File: src/rtl/ldt_pkg.sv
package ldt_pkg;

    typedef enum logic {
        SLOT_EMPTY = 1'b0,
        SLOT_ARMED = 1'b1
    } slot_state_e;

    typedef enum logic {
        CHK_RELOAD = 1'b0,
        CHK_BRANCH = 1'b1
    } chk_form_e;

    // Two byte spans [base, base + 2**lg - 1] share at least one byte.
    // 65-bit arithmetic keeps the span end from wrapping.
    function automatic logic spans_overlap(
        input logic [63:0] a_base,
        input logic [1:0]  a_lg,
        input logic [63:0] b_base,
        input logic [1:0]  b_lg
    );
        logic [64:0] a_last;
        logic [64:0] b_last;
        a_last = {1'b0, a_base} + (65'(1) << a_lg) - 65'(1);
        b_last = {1'b0, b_base} + (65'(1) << b_lg) - 65'(1);
        return ({1'b0, a_base} <= b_last) && ({1'b0, b_base} <= a_last);
    endfunction

endpackage

File: src/rtl/ldt_entry.sv
module ldt_entry
    import ldt_pkg::*;
#(
    parameter int REG_W  = 7,
    parameter int ADDR_W = 32
) (
    input  logic              clk,
    input  logic              rst_n,
    input  logic              flush,
    input  logic              wr_en,
    input  logic [REG_W-1:0]  wr_reg,
    input  logic [ADDR_W-1:0] wr_addr,
    input  logic [1:0]        wr_size,
    input  logic              clr_en,
    input  logic              st_valid,
    input  logic [ADDR_W-1:0] st_addr,
    input  logic [1:0]        st_size,
    output logic              held,
    output logic [REG_W-1:0]  slot_reg,
    output logic              snoop_kill
);

    slot_state_e       state_q;
    slot_state_e       state_d;
    logic [ADDR_W-1:0] addr_q;
    logic [1:0]        size_q;

    // State register
    always_ff @(posedge clk or negedge rst_n) begin
        if (!rst_n) begin
            state_q <= SLOT_EMPTY;
        end else begin
            state_q <= state_d;
        end
    end

    // Payload register: written only by the allocate transition
    always_ff @(posedge clk or negedge rst_n) begin
        if (!rst_n) begin
            slot_reg <= '0;
            addr_q   <= '0;
            size_q   <= '0;
        end else if (wr_en && !flush) begin
            slot_reg <= wr_reg;
            addr_q   <= wr_addr;
            size_q   <= wr_size;
        end
    end

    // Snoop of the current store against this slot's span
    always_comb begin
        snoop_kill = (state_q == SLOT_ARMED) && st_valid &&
                     spans_overlap(64'(addr_q), size_q, 64'(st_addr), st_size);
    end

    // Transitions: allocate, snoop kill, check clear, flush
    always_comb begin
        state_d = state_q;
        unique case (state_q)
            SLOT_EMPTY: begin
                if (wr_en && !flush) begin
                    state_d = SLOT_ARMED;
                end
            end
            SLOT_ARMED: begin
                if (flush) begin
                    state_d = SLOT_EMPTY;
                end else if (wr_en) begin
                    state_d = SLOT_ARMED;
                end else if (snoop_kill || clr_en) begin
                    state_d = SLOT_EMPTY;
                end
            end
            default: state_d = SLOT_EMPTY;
        endcase
    end

    // Outputs
    always_comb begin
        held = (state_q == SLOT_ARMED);
    end

endmodule

File: src/rtl/ldt_victim_rr.sv
module ldt_victim_rr #(
    parameter int ENTRIES = 16,
    localparam int IDX_W  = $clog2(ENTRIES)
) (
    input  logic             clk,
    input  logic             rst_n,
    input  logic             advance,
    output logic [IDX_W-1:0] ptr
);

    localparam logic [IDX_W-1:0] LAST = IDX_W'(ENTRIES - 1);

    always_ff @(posedge clk or negedge rst_n) begin
        if (!rst_n) begin
            ptr <= '0;
        end else if (advance) begin
            ptr <= (ptr == LAST) ? '0 : ptr + IDX_W'(1);
        end
    end

endmodule

File: src/rtl/ldt_alloc_pick.sv
module ldt_alloc_pick #(
    parameter int ENTRIES = 16,
    localparam int IDX_W  = $clog2(ENTRIES)
) (
    input  logic [ENTRIES-1:0] held,
    input  logic [ENTRIES-1:0] same_reg,
    input  logic [IDX_W-1:0]   victim,
    output logic [ENTRIES-1:0] sel,
    output logic               use_victim
);

    logic [ENTRIES-1:0] free_vec;
    logic [ENTRIES-1:0] lowest_free;

    always_comb begin
        free_vec    = ~held;
        lowest_free = free_vec & (~free_vec + ENTRIES'(1));
        use_victim  = 1'b0;
        if (|same_reg) begin
            sel = same_reg;
        end else if (|free_vec) begin
            sel = lowest_free;
        end else begin
            sel        = ENTRIES'(1) << victim;
            use_victim = 1'b1;
        end
    end

endmodule

File: src/rtl/early_load_table.sv
module early_load_table
    import ldt_pkg::*;
#(
    parameter int ENTRIES = 16,
    parameter int REG_W   = 7,
    parameter int ADDR_W  = 32,
    localparam int IDX_W  = $clog2(ENTRIES)
) (
    input  logic              clk,
    input  logic              rst_n,
    input  logic              flush_all,
    input  logic              ld_valid,
    input  logic              ld_deferred,
    input  logic [REG_W-1:0]  ld_reg,
    input  logic [ADDR_W-1:0] ld_addr,
    input  logic [1:0]        ld_size,
    input  logic              st_valid,
    input  logic [ADDR_W-1:0] st_addr,
    input  logic [1:0]        st_size,
    input  logic              chk_valid,
    input  logic [REG_W-1:0]  chk_reg,
    input  logic              chk_kind,
    input  logic              chk_clear,
    output logic              chk_done,
    output logic              chk_hit,
    output logic              recover_req,
    output logic              reload_req
);

    logic [ENTRIES-1:0] slot_held;
    logic [ENTRIES-1:0] slot_kill;
    logic [ENTRIES-1:0] same_reg;
    logic [ENTRIES-1:0] chk_match;
    logic [ENTRIES-1:0] wr_sel;
    logic [ENTRIES-1:0] clr_sel;
    logic [REG_W-1:0]   slot_reg [ENTRIES];
    logic [IDX_W-1:0]   victim_ptr;
    logic               use_victim;
    logic               alloc_go;
    logic               hit_now;
    chk_form_e          form;

    assign alloc_go = ld_valid && !ld_deferred && !flush_all;
    assign form     = chk_form_e'(chk_kind);

    for (genvar i = 0; i < ENTRIES; i++) begin : g_slot
        assign same_reg[i]  = slot_held[i] && (slot_reg[i] == ld_reg);
        // Lookup sees the table after this cycle's store
        assign chk_match[i] = slot_held[i] && (slot_reg[i] == chk_reg) && !slot_kill[i];
        assign clr_sel[i]   = chk_valid && chk_clear && chk_match[i];

        ldt_entry #(
            .REG_W  (REG_W),
            .ADDR_W (ADDR_W)
        ) u_entry (
            .clk        (clk),
            .rst_n      (rst_n),
            .flush      (flush_all),
            .wr_en      (alloc_go && wr_sel[i]),
            .wr_reg     (ld_reg),
            .wr_addr    (ld_addr),
            .wr_size    (ld_size),
            .clr_en     (clr_sel[i]),
            .st_valid   (st_valid),
            .st_addr    (st_addr),
            .st_size    (st_size),
            .held       (slot_held[i]),
            .slot_reg   (slot_reg[i]),
            .snoop_kill (slot_kill[i])
        );
    end

    ldt_alloc_pick #(
        .ENTRIES (ENTRIES)
    ) u_pick (
        .held       (slot_held),
        .same_reg   (same_reg),
        .victim     (victim_ptr),
        .sel        (wr_sel),
        .use_victim (use_victim)
    );

    ldt_victim_rr #(
        .ENTRIES (ENTRIES)
    ) u_rr (
        .clk     (clk),
        .rst_n   (rst_n),
        .advance (alloc_go && use_victim),
        .ptr     (victim_ptr)
    );

    assign hit_now = !flush_all && (|chk_match);

    // Registered check response
    always_ff @(posedge clk or negedge rst_n) begin
        if (!rst_n) begin
            chk_done    <= 1'b0;
            chk_hit     <= 1'b0;
            recover_req <= 1'b0;
            reload_req  <= 1'b0;
        end else begin
            chk_done    <= chk_valid;
            chk_hit     <= chk_valid && hit_now;
            recover_req <= chk_valid && !hit_now && (form == CHK_BRANCH);
            reload_req  <= chk_valid && !hit_now && (form == CHK_RELOAD);
        end
    end

endmodule

File: config.mk
export PLATFORM = sky130hd
export DESIGN_NAME = early_load_table
export DESIGN_NICKNAME = d
export VERILOG_FILES = /design/src/rtl/ldt_pkg.sv /design/src/rtl/ldt_entry.sv /design/src/rtl/ldt_victim_rr.sv /design/src/rtl/ldt_alloc_pick.sv /design/src/rtl/early_load_table.sv
export SDC_FILE = /design/constraint.sdc
export NUM_CORES = 2
export LEC_CHECK = 0
export BUFFER_PORTS_ARGS = -buffer_cell sky130_fd_sc_hd__buf_4
export CAP_MARGIN = 15
export CELL_PAD_IN_SITES_DETAIL_PLACEMENT = 0
export CELL_PAD_IN_SITES_GLOBAL_PLACEMENT = 2
export CORE_MARGIN = 4
export CORE_UTILIZATION = 25
export DETAILED_ROUTE_END_ITERATION = 7
export PLACE_DENSITY_LB_ADDON = 0.25
export SLEW_MARGIN = 10
export SYNTH_ARGS = -nofsm -noshare
export SYNTH_HDL_FRONTEND = slang
export SYNTH_SLANG_ARGS = --single-unit
File: constraint.sdc
create_clock -name clk -period 18.2 [get_ports clk]
set_clock_uncertainty 0.15 [all_clocks]
set_input_delay 3.64 -clock clk [delete_from_list [all_inputs] [get_ports clk]]
set_output_delay 3.64 -clock clk [all_outputs]
set_load 0.005 [all_outputs]
== Yosys cells after proc, flatten, opt, wreduce, memory -nomap -nowiden ==
Index checks and enable logic that the tools add are counted.

* Logic and storage cells: 484
* Output and inout port bits: 4
* Input bits: 91
* Bits in registers: 680

* Bitwise gates (word level): 20
* Add/subtract/negate cells: 36
* Shift-type cells: 18
* Equal/unequal tests: 33
* Order comparisons: 32
* Multiplexer cells: 85
* Reductions and logical operators: 191

{| class="wikitable"
|+ Operators by type and width
! operator !! number
|-
| $le A32 B65 Y1 || 32
|-
| $add A32 B65 Y65 || 17
|-
| $shl A1 B2 Y65 const A || 17
|-
| $sub A65 B1 Y65 const B || 17
|-
| $eq A7 B7 Y1 || 32
|-
| $logic_and A1 B1 Y1 || 153
|-
| $mux W1 || 66
|-
| $reduce_or A16 Y1 || 3
|-
| $mux W16 || 2
|-
| $not A16 Y16 || 2
|-
| $pmux W1 S2 || 16
|-
| $logic_not A1 Y1 || 19
|-
| $not A1 Y1 || 17
|-
| $add A16 B1 Y16 const B || 1
|-
| $and A16 B16 Y16 || 1
|-
| $logic_or A1 B1 Y1 || 16
|-
| $shl A1 B4 Y16 const A || 1
|-
| $add A4 B1 Y4 const B || 1
|-
| $eq A4 B4 Y1 const B || 1
|-
| $mux W4 || 1
|}

== Logic depth before layout (Yosys ltp) ==
* Depth in word-level cells: 14
* Mapped depth: 30

== Cells and area by module ==
A second synthesis with hierarchy kept.

* Cells, all modules: 14715
* Area total of the unflattened synthesis: 111968.6 um^2

{| class="wikitable"
|+ Modules (own cells, without submodules)
! module !! area each (um^2) !! instances !! sequential area each (um^2) !! cells each
|-
| ldt_entry at g_slot[13].u_entry ... || 6900.4 || 9 || 1051.0 || 922
|-
| ldt_entry at g_slot[0].u_entry ... || 6557.5 || 4 || 1051.0 || 852
|-
| ldt_entry at g_slot[5].u_entry || 6675.2 || 1 || 1051.0 || 857
|-
| ldt_entry at g_slot[12].u_entry || 6610.1 || 1 || 1051.0 || 840
|-
| ldt_entry at g_slot[9].u_entry || 6462.4 || 1 || 1051.0 || 812
|-
| early_load_table || 3196.8 || 1 || 100.1 || 398
|-
| ldt_alloc_pick || 510.5 || 1 || 0.0 || 85
|-
| ldt_victim_rr || 180.2 || 1 || 100.1 || 17
|}

== Worst setup path after synthesis ==
Ideal clock, no wire load.

* Path type: input to register
* Start point: input st_addr[0]
* End point: register reload_req
* Arrival time: 9758 ps
* Setup slack: 8196 ps
* Library setup time: 95 ps
* Cell stages on the path: 29
* Required time: 17955 ps
* Buffers on the path: 0
* Path through: inv_1 > ha_1 > inv_1 > ha_1 > fa_1 > a21o_2 > a221oi_2 > o31a_1 > a21oi_2 > o21ai_0 > a21oi_1 > o21a_1 > o21ai_0 > nand2b_1 > a211oi_1 > o21bai_1 > xnor2_1 > ha_1 > o21a_1 > o2111ai_1 > nand3_1 > a41o_1 > o2bb2a_1 > nor3b_1 > a221oi_1 > o2111ai_1 > and4b_1 > a21oi_2 > nor4b_2

* Cells in the longest elaborated chain, start to end: 12
* Elaborated cells between the ends (all ways): 103

{| class="wikitable"
|+ RTL lines
! what !! line !! text
|-
| start: declaration || early_load_table.sv:18 || <nowiki>input logic [ADDR_W-1:0] st_addr,</nowiki>
|-
| $add A32 B65 Y65 || ldt_pkg.sv:24 || <nowiki>b_last = {1'b0, b_base} + (65'(1) << b_lg) - 65'(1);</nowiki>
|-
| $sub A65 B1 Y65 || ldt_pkg.sv:24 ||
|-
| $le A32 B65 Y1 || ldt_pkg.sv:25 || <nowiki>return ({1'b0, a_base} <= b_last) && ({1'b0, b_base} <= a_last);</nowiki>
|-
| $logic_and A1 B1 Y1 || ldt_pkg.sv:25 ||
|-
| $logic_and A1 B1 Y1 || ldt_entry.sv:52 || <nowiki>snoop_kill = (state_q == SLOT_ARMED) && st_valid &&</nowiki>
|-
| $logic_not A1 Y1 || early_load_table.sv:49 || <nowiki>assign chk_match[i] = slot_held[i] && (slot_reg[i] == chk_reg) && !slot_kill[i];</nowiki>
|-
| $logic_and A1 B1 Y1 || early_load_table.sv:49 ||
|-
| $reduce_or A16 Y1 * || early_load_table.sv:92 || <nowiki>assign hit_now = !flush_all && (|chk_match);</nowiki>
|-
| $logic_and A1 B1 Y1 * || early_load_table.sv:92 ||
|-
| $logic_not A1 Y1 * || early_load_table.sv:105 || <nowiki>reload_req <= chk_valid && !hit_now && (form == CHK_RELOAD);</nowiki>
|-
| $logic_and A1 B1 Y1 * (2 in a row) || early_load_table.sv:105 ||
|-
| end signal: assignment || early_load_table.sv:105 ||
|-
| end: declaration || early_load_table.sv:27 || <nowiki>output logic reload_req</nowiki>
|}

Every way passes the cells marked *; elsewhere a longest branch is shown, timed or not.
A chain may end at the register's enable or synchronous reset.

== Worst setup path after layout ==
Same ends and word-level chain as after synthesis.

==> run_results.csv <==
group,metric,value,unit
run_status,status,"finished clean",
power_and_ir_drop,total_power,0.00787,W
drt,postRouteAntennaNets,0,
grt,overflow,0,
drt,dr.pass1.iters,6,
placement,dp_hpwl,281,mm
final_layout,final_common_cell,"ha_1",
final_layout,layout.cells.non_filler,13900,
drt,drt_wl_total,349,mm
logic_synthesis,synth_top_area_cell,"ha_1",
floorplan,initial_utilization,25.1,%
clock_tree,post_cts_buffers,0,
worst_setup_path,critPathCaptureType,"flip-flop",
logic_synthesis,ys_ff_latch,680,
clock_tree,cts-htree-levels,3,
sta,worst_slack,7150,ps
worst_setup_path,timing.critical_path.fanout_max,17,
power_and_ir_drop,power.share.sequential,22.1,%
final_layout,largest_reg_flops,512,
drt,wl_met2,172,mm
power_and_ir_drop,irDropWorstVdd,0.0764,mV
drt,via_count,71400,
clock_tree,clk_pin_slew,60,ps
floorplan,die_x,576,µm
drt,drt_iter0_markers,4079,
floorplan,rows,208,
grt,grt_pass1_wl,501,mm
logic_synthesis,synth_ff_type,"dfrtp_1",
placement,place.gp.congestion,0.901,
logic_synthesis,yosys.cell_types.count,97,
sta,drv_slew,0,
worst_setup_path,required,18720,ps
final_layout,synthToLayoutAreaGrowth,12.6,%
final_layout,layout.nets,11200,
worst_setup_path,cpMostUsedCell,"buf_4",
sta,final.min_clock_period,11050,ps
sta,grt_setup_unrepaired,"no",
placement,dp_slack,6280,ps
grt,antenna_found_initial,46,
logic_synthesis,netlist_instances,9340,
worst_setup_path,critical_path_arrival,11580,ps
power_and_ir_drop,p_int,0.00448,W
placement,port_buffers,94,
floorplan,io-pin-count,95,
floorplan,die_area,332000,µm²
drt,met3WireLength,11.5,mm
drt,wl_met1,148,mm
power_and_ir_drop,power_frac_clock,27.9,%
sta,hold_viol,0,
grt,grt_usage,20.5,%
logic_synthesis,ys_seq_area_share,21.1,%
drt,maxUsedRoutingLayer,"met5",
clock_tree,cts_made_buffers,99,
power_and_ir_drop,p_sw_share,43.0,%
sta,finalSetupTns,0,ps
placement,place_inst,13700,
final_layout,utilization,28.3,%
logic_synthesis,syn_area_per_cell,8.65,µm²
drt,remaining_drc_errors,0,
clock_tree,cts_tree,"done",
logic_synthesis,synth_top_cell_area_share,25.7,%
drt,drt-vias-per-instance,5.16,
worst_setup_path,worstSetupPathType,"primary input to flip-flop",
floorplan,die_y,576,µm
logic_synthesis,synth_warnings,0,
sta,min_period_over_period,60.7,%
clock_tree,cts_resized,0,
worst_setup_path,crit_slowest_cell,"nor4_1",
grt,grt_max_degree,77,
logic_synthesis,synthArstFlopShare,100,%
logic_synthesis,synth_area,80800,µm²
clock_tree,clkSinkCount,680,
sta,slew_headroom,7.84,%
power_and_ir_drop,switching_power,0.00339,W
clock_tree,holdBufCountCts,0,
grt,grt_pass1_vias,73700,
final_layout,final_cell_mix,"ha_1, inv_1, a21oi_1",
clock_tree,clock_latency,770,ps
final_layout,drive_above_1_share,10.4,%
power_and_ir_drop,p_leak,44.5,nW
worst_hold_path,hold_path.class,"flip-flop to flip-flop",
drt,wl_per_cell,25.2,µm
worst_setup_path,max_stage_delay,670,ps
logic_synthesis,syn-num-nets,11100,
sta,tightest_slew,1360,ps
floorplan,fp.coreArea,321000,µm²
power_and_ir_drop,comb_power_share,50.0,%
worst_setup_path,critPathLaunchType,"primary input",
sta,fmax,0.0905,GHz
power_and_ir_drop,p_per_area,86.6,nW/µm²
logic_synthesis,synth_area_leaders,"ha_1, dfrtp_1, mux2_2",
clock_tree,cts_max_path_buffers,3,
sta,final-setup-viol-count,0,
job,drv_cap,0,
logic_synthesis,synth_edf_count,0,
clock_tree,clock-root-buffer,"clkbuf_16",
==> final cells by class <==
class                           count  area, µm²
Antenna cell                       14       35.0
Clock buffer                      137       2820
Clock inverter                     45        757
Fill cell                       34300     230000
Inverter                          913       3430
Multi-Input combinational cell   7555      60000
Sequential cell                   680      17000
Tap cell                         4305       5390
Timing Repair Buffer              202       1520
==> synthesized netlist by cell type (21+ instances only) <==
cell type  number
a21o_1        427
xor2_1        288
o21a_1         86
ha_1         1660
a211oi_1      138
nor2b_1       103
nand3_1       203
a221oi_1       29
and4_1         21
or3_1          24
dfrtp_1       680
o21bai_1       94
a211o_1        29
nor4_1         58
inv_1         913
a31oi_1        48
nor3_1        122
xnor2_1       402
and3_1         56
nand4_1       289
o31ai_1        33
clkbuf_1      164
nand2b_1      129
a21oi_1       794
nand2_1       545
o21ai_0       602
nor2_1        408
o211ai_1       77
and2_1         25
mux2_2        496
or2_2          34
==> power groups by stage <==
stage	clock [W]	sequential, W	combinational [W]
5_1_grt	0.00231	0.00175	0.00444
4_1_cts	0.00227	0.00174	0.00397
3_5_place_dp	0	0.00177	0.00395
3_3_place_gp	0	0.00177	0.00391
2_1_floorplan	0	0.00171	0.00266
6_report	0.00220	0.00174	0.00393
==> routing by layer <==
metal / up-vias / GRT usage (%)
li1: 34300 / -
met1: 35100 / 24.6
met2: 1466 / 37.0
met3: 496 / 2.16
met4: 4 / 8.62
met5: - / 0
==> worst max-delay path, delay by kind of cell <==
family | cells | cell delay [ps]
buffers and inverters | 6 | 1200
adder cells (fa/ha/maj) | 4 | 1090
XOR/XNOR | 1 | 150
AND/OR/NAND/NOR | 7 | 2030
AO/OA/AOI/OAI | 14 | 3380
==> cells by family after synthesis <==
| group | Yosys count | share of synthesized area [%] |
|---|---|---|
| buffers and inverters | 1105 | 5.18 |
| adder cells (fa/ha/maj) | 1680 | 26.2 |
| flip-flops | 680 | 21.1 |
| multiplexers | 496 | 6.92 |
| AO/OA/AOI/OAI | 2610 | 20.3 |
| XOR/XNOR | 691 | 7.51 |
| AND/OR/NAND/NOR | 2078 | 12.9 |
==> metrics by stage <==
step,hold WS [ps],instance area (µm²)
floorplan,329,80800
global placement,336,87300
detailed placement,344,87300
CTS,356,90900
global route,366,90900
finish,356,90900
==> worst paths after layout <==
check                                           endpoint  cells after the start  slack [ps]                        start
setup reg to reg                              reload_req                     30        9790  g_slot[4].u_entry.size_q[1]
max in group asynchronous   g_slot[5].u_entry.addr_q[26]                      4       12240                        rst_n
setup / recovery                              reload_req                     32        7150                   st_addr[0]
hold / removal               g_slot[2].u_entry.addr_q[0]                      1         360  g_slot[2].u_entry.addr_q[0]
hold reg to reg              g_slot[2].u_entry.addr_q[0]                      1         360  g_slot[2].u_entry.addr_q[0]
min in group asynchronous  g_slot[15].u_entry.addr_q[27]                      1        2690                        rst_n
Note: power is estimated with default switching activity, not from simulation.
